===== src/rtl/nge_pkg.sv =====
package nge_pkg;
  localparam int NIB_W  = 4;
  localparam int CODE_W = 5;

  localparam logic [CODE_W-1:0] GRP_IDLE  = 5'b11111;
  localparam logic [CODE_W-1:0] GRP_LEAD1 = 5'b11000;
  localparam logic [CODE_W-1:0] GRP_LEAD2 = 5'b10001;
  localparam logic [CODE_W-1:0] GRP_TAIL1 = 5'b01101;
  localparam logic [CODE_W-1:0] GRP_TAIL2 = 5'b00111;
  localparam logic [CODE_W-1:0] GRP_HALT  = 5'b00100;

  typedef enum logic [2:0] {
    ST_REST,
    ST_LEAD1,
    ST_LEAD2,
    ST_BODY,
    ST_TAIL1,
    ST_TAIL2
  } encState_t;

  // One-hot selection of the next output group; all low means idle.
  typedef struct packed {
    logic selLead1;
    logic selLead2;
    logic selBody;
    logic selTail1;
    logic selTail2;
  } encStrobe_t;

  function automatic logic [CODE_W-1:0] mapNibble(input logic [NIB_W-1:0] nib);
    logic [CODE_W-1:0] grp;
    case (nib)
      4'h0: grp = 5'b11110;
      4'h1: grp = 5'b01001;
      4'h2: grp = 5'b10100;
      4'h3: grp = 5'b10101;
      4'h4: grp = 5'b01010;
      4'h5: grp = 5'b01011;
      4'h6: grp = 5'b01110;
      4'h7: grp = 5'b01111;
      4'h8: grp = 5'b10010;
      4'h9: grp = 5'b10011;
      4'hA: grp = 5'b10110;
      4'hB: grp = 5'b10111;
      4'hC: grp = 5'b11010;
      4'hD: grp = 5'b11011;
      4'hE: grp = 5'b11100;
      default: grp = 5'b11101;
    endcase
    return grp;
  endfunction

  function automatic logic isDataGroup(input logic [CODE_W-1:0] grp);
    logic hit;
    hit = 1'b0;
    for (int i = 0; i < (1 << NIB_W); i++) begin
      if (mapNibble(NIB_W'(i)) == grp) hit = 1'b1;
    end
    return hit;
  endfunction
endpackage


===== src/rtl/nge_ctrl.sv =====
module nge_ctrl
  import nge_pkg::*;
(
  input  logic       clk,
  input  logic       rstN,
  input  logic       txEn,
  output encStrobe_t strobe
);
  encState_t curState;
  encState_t nextState;

  always_comb begin
    nextState = curState;
    unique case (curState)
      ST_REST, ST_TAIL2: nextState = txEn ? ST_LEAD1 : ST_REST;
      ST_LEAD1:          nextState = ST_LEAD2;
      ST_LEAD2, ST_BODY: nextState = txEn ? ST_BODY : ST_TAIL1;
      ST_TAIL1:          nextState = ST_TAIL2;
      default:           nextState = ST_REST;
    endcase
  end

  always_ff @(posedge clk or negedge rstN) begin
    if (!rstN) curState <= ST_REST;
    else       curState <= nextState;
  end

  always_comb begin
    strobe          = '0;
    strobe.selLead1 = (nextState == ST_LEAD1);
    strobe.selLead2 = (nextState == ST_LEAD2);
    strobe.selBody  = (nextState == ST_BODY);
    strobe.selTail1 = (nextState == ST_TAIL1);
    strobe.selTail2 = (nextState == ST_TAIL2);
  end
endmodule


===== src/rtl/nge_datapath.sv =====
module nge_datapath
  import nge_pkg::*;
(
  input  logic              clk,
  input  logic              rstN,
  input  encStrobe_t        strobe,
  input  logic              txErr,
  input  logic [NIB_W-1:0]  txNibble,
  output logic [CODE_W-1:0] codeOut
);
  logic [CODE_W-1:0] bodyGroup;
  logic [CODE_W-1:0] nextGroup;

  always_comb begin
    bodyGroup = txErr ? GRP_HALT : mapNibble(txNibble);
  end

  always_comb begin
    nextGroup = GRP_IDLE;
    if (strobe.selLead1)      nextGroup = GRP_LEAD1;
    else if (strobe.selLead2) nextGroup = GRP_LEAD2;
    else if (strobe.selBody)  nextGroup = bodyGroup;
    else if (strobe.selTail1) nextGroup = GRP_TAIL1;
    else if (strobe.selTail2) nextGroup = GRP_TAIL2;
  end

  always_ff @(posedge clk or negedge rstN) begin
    if (!rstN) codeOut <= GRP_IDLE;
    else       codeOut <= nextGroup;
  end
endmodule


===== src/rtl/nibble_group_encoder.sv =====
module nibble_group_encoder
  import nge_pkg::*;
(
  input  logic              clk,
  input  logic              rstN,
  input  logic              txEn,
  input  logic              txErr,
  input  logic [NIB_W-1:0]  txNibble,
  output logic [CODE_W-1:0] codeOut
);
  encStrobe_t strobe;

  nge_ctrl u_ctrl (
    .clk    (clk),
    .rstN   (rstN),
    .txEn   (txEn),
    .strobe (strobe)
  );

  nge_datapath u_dp (
    .clk      (clk),
    .rstN     (rstN),
    .strobe   (strobe),
    .txErr    (txErr),
    .txNibble (txNibble),
    .codeOut  (codeOut)
  );
endmodule


===== config.mk =====
export PLATFORM = sky130hd
export DESIGN_NAME = nibble_group_encoder
export DESIGN_NICKNAME = d
export VERILOG_FILES = /design/src/rtl/nge_pkg.sv /design/src/rtl/nge_ctrl.sv /design/src/rtl/nge_datapath.sv /design/src/rtl/nibble_group_encoder.sv
export SDC_FILE = /design/constraint.sdc
export NUM_CORES = 1
export LEC_CHECK = 0
export ABC_AREA = 1
export BUFFER_PORTS_ARGS = -buffer_cell sky130_fd_sc_hd__buf_2
export CAP_MARGIN = 20
export CORE_AREA = 10 10 47 49
export DETAILED_ROUTE_END_ITERATION = 8
export DIE_AREA = 0 0 57 59
export GPL_TIMING_DRIVEN = 0
export SLEW_MARGIN = 25
export SYNTH_ARGS = -nofsm -noshare
export SYNTH_HDL_FRONTEND = slang
export SYNTH_SLANG_ARGS = --single-unit

===== constraint.sdc =====
create_clock -name clk -period 2.7 [get_ports clk]
set_input_delay 0 -clock clk [delete_from_list [all_inputs] [get_ports clk]]
set_output_delay 0 -clock clk [all_outputs]
set_load 0.02 [all_outputs]

==> impl_metrics.py <==
metrics = {
    "cts": {
        "clk_latency_ps": 260,
        "postCtsHoldBufs": 1,
        "ctsHtreeMaxLevel": 1,
        "cts_buffers": 3,
        "cts_buffer_depth": 2,
        "clk_pin_slew_ps": 60,
        "cts_setup_buffers": 0,
        "clock_sinks": 8,
        "cts_resized": 0,
        "clockRootBuffer": "clkbuf_4",
        "cts_tree": "built",
    },
    "global_routing": {
        "antenna_found_initial": 0,
        "grt_pass1_wl_mm": 1.61,
        "grt_use_total": 0.0635,
        "overflow": 0,
        "grt_max_degree": 9,
        "grt_pass1_vias": 394,
    },
    "power_and_ir_drop": {
        "seqPwrFrac": 0.388,
        "p_int_w": 0.000357,
        "power.density_nw_per_um2": 1130,
        "power.share.combinational": 0.448,
        "clkPwrFrac": 0.164,
        "vdd_drop_max_v": 0.000377,
        "p_sw_frac": 0.420,
        "p_sw_w": 0.000258,
        "p_leak_nw": 0.297,
        "total_power_w": 0.000616,
    },
    "timing": {
        "setup_viol": 0,
        "timing.final.ws_setup_ps": 1720,
        "rsz0062_at_grt": "false",
        "maxSlewHeadroom": 0.876,
        "clock_skew_ps": 15.8,
        "slew_violations": 0,
        "hold_viol": 0,
        "worst_pin_slew_ps": 186,
        "fin_crit_sh": 0.364,
        "min_period_ps": 984,
        "max_freq_mhz": 1020,
        "finalSetupTns_ps": 0,
    },
    "cells_and_area": {
        "finalNetCount": 82,
        "syn_to_final_growth_pct": 27.2,
        "final_cell_area_um2": 544,
        "fin_cells": 89,
        "diodes": 0,
        "drive_above_1_share": 0.397,
    },
    "logic_synthesis": {
        "synth.most_common_cell": "nand2_1",
        "synth-compound-area-share": 0.0994,
        "synth_cells": 56,
        "synthMuxAreaShare": 0,
        "synth-adder-area-share": 0,
        "synth_top_family_by_area": "simple AND/OR/NAND/NOR gates",
        "synth_edf_count": 0,
        "synth.area.top_cells": "dfstp_2 31%, dfrtp_1 18%, nand2_1 13%",
        "synth_seq_area_share": 0.482,
        "synthFlopType": "dfstp_2",
        "synth_area_leader_cell": "dfstp_2",
        "ys_types": 16,
        "synth_top_area_share": 0.307,
        "synth_area_um2": 428,
        "synth-simple-area-share": 0.322,
        "synthesis.nets": 64,
        "synthXorXnorAreaFrac": 0,
        "syn_area_per_cell_um2": 7.64,
        "ys_seq_elements": 8,
        "async_flop_share": 1.00,
        "yosys_warnings": 0,
        "synth_common_cells": "15 x nand2_1, 8 x inv_1, 7 x nor2_1",
    },
    "floorplan": {
        "rows": 14,
        "boundaryPins": 13,
        "die_area_um2": 3360,
        "die_w_um": 57,
        "initial_core_util": 0.305,
        "core_area_um2": 1400,
        "die_h_um": 59,
    },
    "critical_path": {
        "crit_fanout": 4,
        "end_kind": "flip-flop",
        "worstPathRequired_ps": 2880,
        "critPathKind": "flip-flop to flip-flop",
        "crit_start": "u_ctrl.curState[2]",
        "worstReg2RegStart": "u_ctrl.curState[2]",
        "crit_arrival_ps": 1170,
        "start_kind": "flip-flop",
    },
    "detailed_routing": {
        "via_count": 377,
        "routed_wl_um": 929,
        "drtIter0Drc": 5,
        "drt-pass1-iter-count": 4,
        "ant_nets": 0,
        "drc_errors": 0,
        "wl_per_cell_um": 10.4,
        "via_per_inst": 4.24,
    },
    "flow_run": {
        "drv_cap": 0,
    },
    "placed_design": {
        "dpl-instance-area_um2": 508,
        "port_buffers": 12,
        "dp.cells": 84,
        "dp_hpwl_um": 761,
        "gp_congestion": 0.832,
        "post-place-ws_ps": 1750,
    },
    "status": {
        "status": "finished clean",
    },
    "min_path": {
        "hp-start": "txEn",
        "hold_path.class": "input port to flip-flop",
    },
}
## per-stage QoR
stage	util	hold WS, ps
after floorplan	-	-296
after global placement	0.363	-153
after detailed placement	0.363	-147
after CTS	0.388	5.47
after global routing	0.388	17.3
final	0.388	12.5
## area by class of cell
type                            count  area [um^2]
Fill cell                         161          857
Clock buffer                        4         26.3
Tap cell                           16         20.0
Inverter                           11         41.3
Multi-Input combinational cell     37          180
Sequential cell                     8          206
Timing Repair Buffer               13         70.1
## kinds of logic (layout without fill, tap and decap cells)
logic type / count (synthesis) / after routing
AND/OR/NAND/NOR: 30 / 30
buffers and inverters: 11 / 28
flip-flops: 8 / 8
AO/OA/AOI/OAI: 7 / 7
## routing by layer
layer | track usage | up-vias | wire length (um)
met1 | 0.0652 | 155 | 410
li1 | - | 201 | -
met5 | 0 | - | 0
met3 | 0.0193 | 5 | 62
met2 | 0.0915 | 16 | 402
met4 | 0.0805 | 0 | 54
## worst paths after layout
check | slack [ps] | end | depth (start not counted)
max | 1720 | u_dp.codeOut[0] | 6
min | 10 | u_ctrl.curState[2] | 2
max reg2reg | 1720 | u_dp.codeOut[0] | 6
min reg2reg | 660 | u_ctrl.curState[1] | 2
max in group asynchronous | 2340 | u_dp.codeOut[0] | 2
min in group asynchronous | 110 | u_ctrl.curState[2] | 2
## critical path: stages, from the launching register on
cell     delay (ps)
dfrtp_1         430
nor2_4          170
nand2_2          90
inv_2            60
o21ai_2          50
nand2_1          60
inv_1            50
## power groups by stage
stage                     clock (W)  combinational [W]  sequential (W)
after floorplan                   0           0.000153        0.000288
after CTS                  0.000106           0.000280        0.000240
after global routing       0.000112           0.000313        0.000245
after global placement            0           0.000273        0.000239
final                      0.000101           0.000276        0.000239
after detailed placement          0           0.000276        0.000242
## sequential cells by signal, summed over array words and instances (netlist names)
name and flops:
u_dp.codeOut 5, u_ctrl.curState 3
## layout by cell type, fill, tap and decap left out, types with 2 or more instances in the layout
cell type	n
buf_2	12
nand2_1	15
o21ai_0	2
inv_2	3
o21ai_2	2
nand3_1	3
dfrtp_1	3
dfstp_2	5
a21oi_1	2
nor2_1	7
inv_1	8
clkbuf_4	3
(Power assumes the default switching activity.)
